### config.mk
export PLATFORM = sky130hd
export DESIGN_NAME = rcc_channel
export DESIGN_NICKNAME = d
export VERILOG_FILES = /design/src/rtl/rcc_pkg.sv /design/src/rtl/rcc_cfg_store.sv /design/src/rtl/rcc_data_line.sv /design/src/rtl/rcc_pe.sv /design/src/rtl/rcc_sum_tree.sv /design/src/rtl/rcc_channel.sv
export SDC_FILE = /design/constraint.sdc
export NUM_CORES = 1
export LEC_CHECK = 0
export BUFFER_PORTS_ARGS = -buffer_cell sky130_fd_sc_hd__buf_4
export CAP_MARGIN = 20
export CORE_ASPECT_RATIO = 1.25
export CORE_UTILIZATION = 55
export DETAILED_ROUTE_END_ITERATION = 12
export PLACE_DENSITY = 0.73
export SETUP_SLACK_MARGIN = 0.15
export SYNTH_ARGS = -nofsm -noshare
export SYNTH_HDL_FRONTEND = slang
export SYNTH_SLANG_ARGS = --single-unit
### constraint.sdc
create_clock -name clk -period 9.15 [get_ports clk]
set_clock_uncertainty 0.05 [all_clocks]
set_input_delay 1.83 -clock clk [delete_from_list [all_inputs] [get_ports clk]]
set_output_delay 1.83 -clock clk [all_outputs]
set_load 0.01 [all_outputs]
### src/rtl/rcc_pkg.sv
package rcc_pkg;

  typedef enum logic {PE_ADD = 1'b0, PE_MUL = 1'b1} pe_op_e;

  // operands are assumed reduced (< m)
  function automatic int unsigned mod_add(int unsigned a, int unsigned b, int unsigned m);
    int unsigned s;
    s = a + b;
    if (s >= m) s = s - m;
    return s;
  endfunction

  function automatic int unsigned mod_mul(int unsigned a, int unsigned b, int unsigned m);
    return (a * b) % m;
  endfunction

endpackage

### src/rtl/rcc_cfg_store.sv
module rcc_cfg_store #(
  parameter int N = 8,
  parameter int W = 5
) (
  input  logic         clk,
  input  logic         rst_n,
  input  logic         en,
  input  logic         load,
  input  logic [W-1:0] coef_i,
  input  logic         mul_i,
  output logic [W-1:0] coef_o [N],
  output logic [N-1:0] mul_o
);

  logic [W-1:0] a_q [N];
  logic [W-1:0] a_d [N];
  logic [N-1:0] m_q, m_d;

  // next state: shift toward higher positions, new entry at 0
  always_comb begin
    a_d[0] = coef_i;
    for (int k = 1; k < N; k++) a_d[k] = a_q[k-1];
    m_d = {m_q[N-2:0], mul_i};
  end

  always_ff @(posedge clk or negedge rst_n) begin
    if (!rst_n) begin
      for (int k = 0; k < N; k++) a_q[k] <= '0;
      m_q <= '0;
    end else if (en && load) begin
      a_q <= a_d;
      m_q <= m_d;
    end
  end

  assign coef_o = a_q;
  assign mul_o  = m_q;

  // loads shift the row by one position
  p_cfg_shift_r2: assert property (@(posedge clk) disable iff (!rst_n)
    (en && load) |=> (a_q[N-1] == $past(a_q[N-2])) && (a_q[0] == $past(coef_i)));

  // without an enabled load the row holds
  p_cfg_hold_r2: assert property (@(posedge clk) disable iff (!rst_n)
    !(en && load) |=> $stable(m_q) && (a_q[N-1] == $past(a_q[N-1])) && (a_q[0] == $past(a_q[0])));

endmodule

### src/rtl/rcc_data_line.sv
module rcc_data_line #(
  parameter int N = 8,
  parameter int W = 5
) (
  input  logic         clk,
  input  logic         rst_n,
  input  logic         en,
  input  logic         valid,
  input  logic [W-1:0] din,
  output logic [W-1:0] b_o [N]
);

  logic [W-1:0] b_q [N];
  logic [W-1:0] b_d [N];

  always_comb begin
    b_d[0] = din;
    for (int k = 1; k < N; k++) b_d[k] = b_q[k-1];
  end

  always_ff @(posedge clk or negedge rst_n) begin
    if (!rst_n) begin
      for (int k = 0; k < N; k++) b_q[k] <= '0;
    end else if (en && valid) begin
      b_q <= b_d;
    end
  end

  assign b_o = b_q;

  // accepted residue enters position 0, oldest moves on
  p_line_enter_r3: assert property (@(posedge clk) disable iff (!rst_n)
    (en && valid) |=> (b_q[0] == $past(din)) && (b_q[N-1] == $past(b_q[N-2])));

  // no acceptance, no movement
  p_line_hold_r3: assert property (@(posedge clk) disable iff (!rst_n)
    !(en && valid) |=> (b_q[0] == $past(b_q[0])) && (b_q[N-1] == $past(b_q[N-1])));

endmodule

### src/rtl/rcc_pe.sv
module rcc_pe import rcc_pkg::*; #(
  parameter int unsigned MOD = 17,
  parameter int          W   = 5
) (
  input  logic         clk,
  input  logic         rst_n,
  input  logic         en,
  input  logic [W-1:0] a_i,
  input  logic [W-1:0] b_i,
  input  logic         mul_i,
  output logic [W-1:0] r_o
);

  pe_op_e       op;
  logic [W-1:0] r_d, r_q;

  always_comb begin
    op = mul_i ? PE_MUL : PE_ADD;
    case (op)
      PE_MUL:  r_d = W'(mod_mul(32'(a_i), 32'(b_i), MOD));
      default: r_d = W'(mod_add(32'(a_i), 32'(b_i), MOD));
    endcase
  end

  always_ff @(posedge clk or negedge rst_n) begin
    if (!rst_n)  r_q <= '0;
    else if (en) r_q <= r_d;
  end

  assign r_o = r_q;

  // a position result is always a reduced residue
  p_pe_range_r4: assert property (@(posedge clk) disable iff (!rst_n)
    32'(r_q) < MOD);

endmodule

### src/rtl/rcc_sum_tree.sv
module rcc_sum_tree import rcc_pkg::*; #(
  parameter int unsigned MOD = 17,
  parameter int          N   = 8,
  parameter int          W   = 5
) (
  input  logic         clk,
  input  logic         rst_n,
  input  logic         en,
  input  logic [W-1:0] leaf_i [N],
  output logic [W-1:0] sum_o
);

  localparam int L     = $clog2(N);
  localparam int P     = 1 << L;
  localparam int NODES = P - 1;

  // heap layout: 0 is the root, children of i are 2i+1 and 2i+2
  logic [W-1:0] val    [2*P-1];
  logic [W-1:0] node_q [NODES];
  logic [W-1:0] node_d [NODES];

  for (genvar i = 0; i < NODES; i++) begin : g_inner
    assign val[i] = node_q[i];
  end

  for (genvar j = 0; j < P; j++) begin : g_leaf
    if (j < N) begin : g_used
      assign val[NODES+j] = leaf_i[j];
    end else begin : g_pad
      assign val[NODES+j] = '0;
    end
  end

  always_comb begin
    for (int i = 0; i < NODES; i++)
      node_d[i] = W'(mod_add(32'(val[2*i+1]), 32'(val[2*i+2]), MOD));
  end

  always_ff @(posedge clk or negedge rst_n) begin
    if (!rst_n) begin
      for (int i = 0; i < NODES; i++) node_q[i] <= '0;
    end else if (en) begin
      node_q <= node_d;
    end
  end

  assign sum_o = node_q[0];

  // the root never leaves the residue range
  p_sum_range_r5: assert property (@(posedge clk) disable iff (!rst_n)
    32'(node_q[0]) < MOD);

endmodule

### src/rtl/rcc_channel.sv
module rcc_channel import rcc_pkg::*; #(
  parameter int unsigned MOD = 17,
  parameter int          N   = 8,
  parameter int          W   = $clog2(MOD)
) (
  input  logic         clk,
  input  logic         rst_n,
  input  logic         chan_en,
  input  logic         cfg_load,
  input  logic [W-1:0] cfg_coef,
  input  logic         cfg_mul,
  input  logic         din_valid,
  input  logic [W-1:0] din,
  output logic         dout_valid,
  output logic [W-1:0] dout
);

  localparam int L   = $clog2(N);
  localparam int LAT = L + 1;

  logic [W-1:0] coef  [N];
  logic [N-1:0] mul;
  logic [W-1:0] bval  [N];
  logic [W-1:0] pe_r  [N];
  logic [LAT:0] v_q, v_d;

  rcc_cfg_store #(.N(N), .W(W)) u_cfg (
    .clk(clk), .rst_n(rst_n), .en(chan_en), .load(cfg_load),
    .coef_i(cfg_coef), .mul_i(cfg_mul), .coef_o(coef), .mul_o(mul)
  );

  rcc_data_line #(.N(N), .W(W)) u_line (
    .clk(clk), .rst_n(rst_n), .en(chan_en), .valid(din_valid),
    .din(din), .b_o(bval)
  );

  for (genvar k = 0; k < N; k++) begin : g_pe
    rcc_pe #(.MOD(MOD), .W(W)) u_pe (
      .clk(clk), .rst_n(rst_n), .en(chan_en),
      .a_i(coef[k]), .b_i(bval[k]), .mul_i(mul[k]), .r_o(pe_r[k])
    );
  end

  rcc_sum_tree #(.MOD(MOD), .N(N), .W(W)) u_tree (
    .clk(clk), .rst_n(rst_n), .en(chan_en), .leaf_i(pe_r), .sum_o(dout)
  );

  // valid flag: stage 0 marks the accepting edge, stage LAT the root
  assign v_d = {v_q[LAT-1:0], din_valid};

  always_ff @(posedge clk or negedge rst_n) begin
    if (!rst_n)       v_q <= '0;
    else if (chan_en) v_q <= v_d;
  end

  assign dout_valid = v_q[LAT];

  // a frozen channel keeps its outputs
  p_freeze_r9: assert property (@(posedge clk) disable iff (!rst_n)
    !chan_en |=> $stable(dout) && $stable(dout_valid));

endmodule

# Word level (Yosys, flattened, before mapping)
# Index checks and enable logic that the tools add are counted.
op_classes:
  n_bitwise: 0
  reduce_logical: 2
  magnitude_cmp: 15
  muxes: 31
  shifts: 0
  mul: 8
  div_mod_pow: 8
  add_sub_neg: 30
  n_eq_ne: 0
op_table:
  columns: ["operator", "count"]
  rows:
  - ["$mod A10 B5 Y32 const B", 8]
  - ["$mux W5", 23]
  - ["$add A5 B5 Y6", 15]
  - ["$ge A6 B5 Y1 const B", 15]
  - ["$mul A5 B5 Y10", 8]
  - ["$sub A5 B5 Y5 const B", 15]
  - ["$mux W1", 8]
  - ["$logic_and A1 B1 Y1", 2]
word_totals:
  n_memories: 0
  out_inout_bits: 6
  latchBits: 0
  rom_bits: 0
  inputBits: 16
  mem_bits_rw: 0
  reg_bits: 168

# Longest topological paths before layout
depth:
  ltp_word: 4
  ltp_mapped: 44
  mapped_depth_nobuf: 39

# Hierarchy
# From an unflattened synthesis, not the netlist that was laid out.
unflattened:
  hier_cells: 3913
  area_unflattened_um2: 32984.1
modules_own_cells:
  columns: ["mod", "area_per_inst_um2", "cells_each", "n_inst", "seq_area_each_um2"]
  rows:
  - ["rcc_pe (g_pe[2].u_pe ...)", 3198.1, 404, 6, 125.1]
  - ["rcc_pe (g_pe[0].u_pe ...)", 2952.8, 393, 2, 125.1]
  - ["rcc_sum_tree", 4191.5, 506, 1, 875.8]
  - ["rcc_cfg_store", 1864.3, 102, 1, 1201.2]
  - ["rcc_data_line", 1652.8, 85, 1, 1001.0]
  - ["rcc_channel", 181.4, 10, 1, 125.1]

# Worst setup path before layout
# Ideal clock, no wire load.
synth_path:
  kind: "reg-to-reg"
  startpoint: "register u_cfg.a_q, in the netlist u_cfg.coef_o[2]"
  endpoint: "register g_pe[7].u_pe.r_q[1]"
  setup_ns: 0.086
  path_buffers: 2
  setup_slack_ns: -0.438
  t_required_ns: 9.014
  period_less_slack_ns: 9.588
  t_arrival_ns: 9.453
  stages_incl_launch_ff: 38
  cell_sequence: "dfrtp_1 > ha_1 > inv_1 > fa_1 > fa_1 > fa_1 > inv_1 > ha_1 > buf_2 > o21a_1 > and4_4 > or3_1 > buf_6 > nor4_1 > inv_1 > ha_1 > nor2b_1 > o41ai_4 > [2 not listed] > nor3_1 > a221oi_2 > and2_1 > a22oi_1 > xnor2_1 > inv_1 > ha_1 > o211a_1 > a221o_1 > a221oi_2 > o211ai_2 > nand2_1 > o21ai_0 > ha_1 > nor4b_1 > o21a_4 > mux2_4 > o221ai_2"
synth_via:
  elab_chain_cells: 4
  elab_cells_between_ends: 6
synth_lines:
  columns: ["item", "line_no", "rtl"]
  rows:
  - ["from (decl)", "rcc_cfg_store.sv:15", "logic [W-1:0] a_q [N];"]
  - ["from (signal assigned)", "rcc_cfg_store.sv:31", "a_q <= a_d;"]
  - ["parallel branches: the longest is 3 deep, another holds $mod A10 B5 Y32", null, null]
  - ["$mux W5 (*)", "rcc_pe.sv:19", "case (op)"]
  - ["to (signal assigned)", "rcc_pe.sv:27", "else if (en) r_q <= r_d;"]
  - ["to (decl)", "rcc_pe.sv:15", "logic [W-1:0] r_d, r_q;"]
# Mark *: on every way between the ends.
# A chain may end at the register's enable or synchronous reset.

# Final worst setup path
layout_path:
  startpoint: "register u_line.b_q, in the netlist u_line.b_o[27]"
  endpoint: "register g_pe[2].u_pe.r_q[3]"
layout_via:
  elab_chain_cells: 4
  elab_cells_between_ends: 7
layout_lines:
  columns: ["item", "line_no", "rtl"]
  rows:
  - ["from (decl)", "rcc_data_line.sv:13", "logic [W-1:0] b_q [N];"]
  - ["from (signal assigned)", "rcc_data_line.sv:25", "b_q <= b_d;"]
  - ["parallel branches: the longest is 3 deep, another holds $mod A10 B5 Y32", null, null]
  - ["$mux W5 (*)", "rcc_pe.sv:19", null]
  - ["to (signal assigned)", "rcc_pe.sv:27", null]
  - ["to (decl)", "rcc_pe.sv:15", null]
# Marked as above.

==> qor.csv <==
metric;value;unit
status;completed;
synthMuxAreaShare;0.06584;
antennaDiodeCount;0;
clock_sinks;168;
final_nets;4123;
syn2layout_area_growth;14.70;%
synthFlopType;dfrtp_1;
finalSetupViolCount;0;
rows;93;
numCtsBuffers;17;
n_fill_cell;4485;
rr_startpoint;u_line.b_o[27]$_DFFE_PN0P_;
critical-path-max-stage-delay;560;ps
worstHoldStart;g_pe[2].u_pe.r_o[2]$_DFFE_PN0P_;
cts_tree;yes;
synthArstFlopShare;1.000;
grt_pass1_vias;26660;
start_util;0.5580;
seq_area;4209;um^2
die_area;53340;um^2
synth_edf_count;0;
drv_slew;0;
grt_overflow;0;
seq_area_frac_synth;0.1458;
final_hold_viol_count;0;
synth_cell_types;130;
synth_simple_gate_area_frac;0.2174;
cts_root_buf;clkbuf_16;
multi_input_area;24500;um^2
fin_tns_setup;0;ps
slew-limit-headroom;0.4174;
startpoint;u_line.b_o[27]$_DFFE_PN0P_;
critical_path_arrival;8930;ps
max_cap_violations;0;
dp.cells;4323;
port_buffers;21;
synth_seq_cells;168;
instances_no_fill;4409;
final_cell_mix;nand2_1, ha_1, buf_4;
synth_compound_area_frac;0.2767;
coreArea;51660;um^2
clk_latency;440;ps
die_w;206.8;um
layout_commonest_cell;nand2_1;
min_period;8643;ps
synth_adder_area_share;0.1888;
hp-class;flop to flop;
path_class;flop to flop;
worstPathMaxFanout;7;
max_freq;115.7;MHz
ios;22;
groute.usage.overall;0.2774;
mappedNetlistNets;3939;
synth.cell_area;28830;um^2
grt_max_degree;91;
end_kind;flop;
rsz0062_at_grt;false;
hold_buffers;0;
worstMarginPinSlew;873.8;ps
finalCritPeriodShare;0.9446;
cts_max_path_buffers;2;
wl_per_cell;17.19;um
gp_congestion;0.9618;
setup_slack;506.7;ps
viasPerCell;6.320;
synthCells;3547;
fp.dieH;258.0;um
grt_pass1_wl;125600;um
antenna_found_initial;0;
drtAntennaViolNets;0;
dp_hpwl;58220;um
crit_slowest_cell;fa_1;
firstDrtPassIters;5;
critPathLaunchType;flop;
dp_slack;-87.70;ps
cts.clk_slew.worst_paths;70;ps
avgSynthCellArea;8.128;um^2
drt_iter0_markers;2040;
drcViolationCount;0;
dr_total_vias;27870;
wirelength;75810;um
cp.required;9430;ps
h-tree-depth;4;
synth_top_family_by_area;compound AO/OA/AOI/OAI gates;
yosysWarnings;0;
drive_above_1_share;0.1974;
synthXorXnorAreaFrac;0.06002;
[layer usage]
metal  vias to the layer above  part of all wire  global-route usage
met4                         0             0.024             0.07725
met1                     13410              0.42              0.3368
li1                      13690                 -                   -
met2                       635              0.52              0.5187
met5                         -                 0                   0
met3                       133             0.029             0.01779
[state kept, by name (all words and copies together) (netlist names)]
register,cells
u_cfg.coef_o,40
u_cfg.mul_o,8
u_tree.node_q,30
g_pe.u_pe.r_o,40
v_q,5
u_line.b_o,40
u_tree.sum_o,5
[metrics by stage]
stage / util / cell area [um^2] / hold WS (ps)
finish: 0.6400 / 33070 / 459.8
global route: 0.6400 / 33070 / 477.8
CTS: 0.6158 / 31810 / 459.8
detailed placement: 0.6014 / 31070 / 442.0
global placement: 0.6014 / 31070 / 436.5
floorplan: - / 29100 / 408.7
[cells in the mapped netlist, types with 54 or more instances]
master      n  area (um^2)
a21o_1     59        442.9
a21oi_1   213         1066
and2_1    150        938.4
clkbuf_1   54        202.7
dfrtp_1   168         4204
fa_1       87         1742
ha_1      289         3616
inv_1     214        803.3
mux2_2    128         1441
nand2_1   278         1044
nand3_1   106        530.5
nor2_1    246        923.4
nor3_1     91        455.4
o211ai_1   54        405.4
o21ai_0   172        860.8
xnor2_1   151         1323
[worst max-delay path, delay by kind of cell, from the launching register on]
kind	cells	cell delay, ps
simple gates	9	1690
compound gates	14	2980
flops	1	380
fa+ha+maj	8	2650
xor+xnor	3	480
buf+inv	4	300
[repair_timing]
action                                  CTS  global route
gates resized for setup                  19           182
pin swaps                                 7           111
endpoints found under the setup margin   22            40
setup buffers                             6            46
[path summary, 6_finish.rpt]
kind                                                    to  slack (ps)  cells past startpoint
max                        g_pe[2].u_pe.r_o[3]$_DFFE_PN0P_         510                     38
min                        g_pe[2].u_pe.r_o[2]$_DFFE_PN0P_         460                      2
max reg2reg                g_pe[2].u_pe.r_o[3]$_DFFE_PN0P_         510                     38
min reg2reg                g_pe[2].u_pe.r_o[2]$_DFFE_PN0P_         460                      2
max in group asynchronous       u_line.b_o[28]$_DFFE_PN0P_        6540                      3
min in group asynchronous      u_tree.sum_o[3]$_DFFE_PN0P_        1380                      1
[cell type report]
cell class                      count  share of cell area
Clock buffer                       19             0.01370
Clock inverter                     13            0.004049
Inverter                          222             0.02528
Multi-Input combinational cell   3051              0.7408
Sequential cell                   168              0.1273
Tap cell                          665             0.02516
Timing Repair Buffer              271             0.06368
[cells by family after synthesis]
logic type / after synthesis
buffers and inverters: 328
flip-flops: 168
XOR/XNOR: 195
AND/OR/NAND/NOR: 1207
multiplexers: 173
adder cells (fa/ha/maj): 384
AO/OA/AOI/OAI: 1092
Power is not shown: default switching activity piles up to over one toggle a cycle in this logic, so the estimate is an artifact.
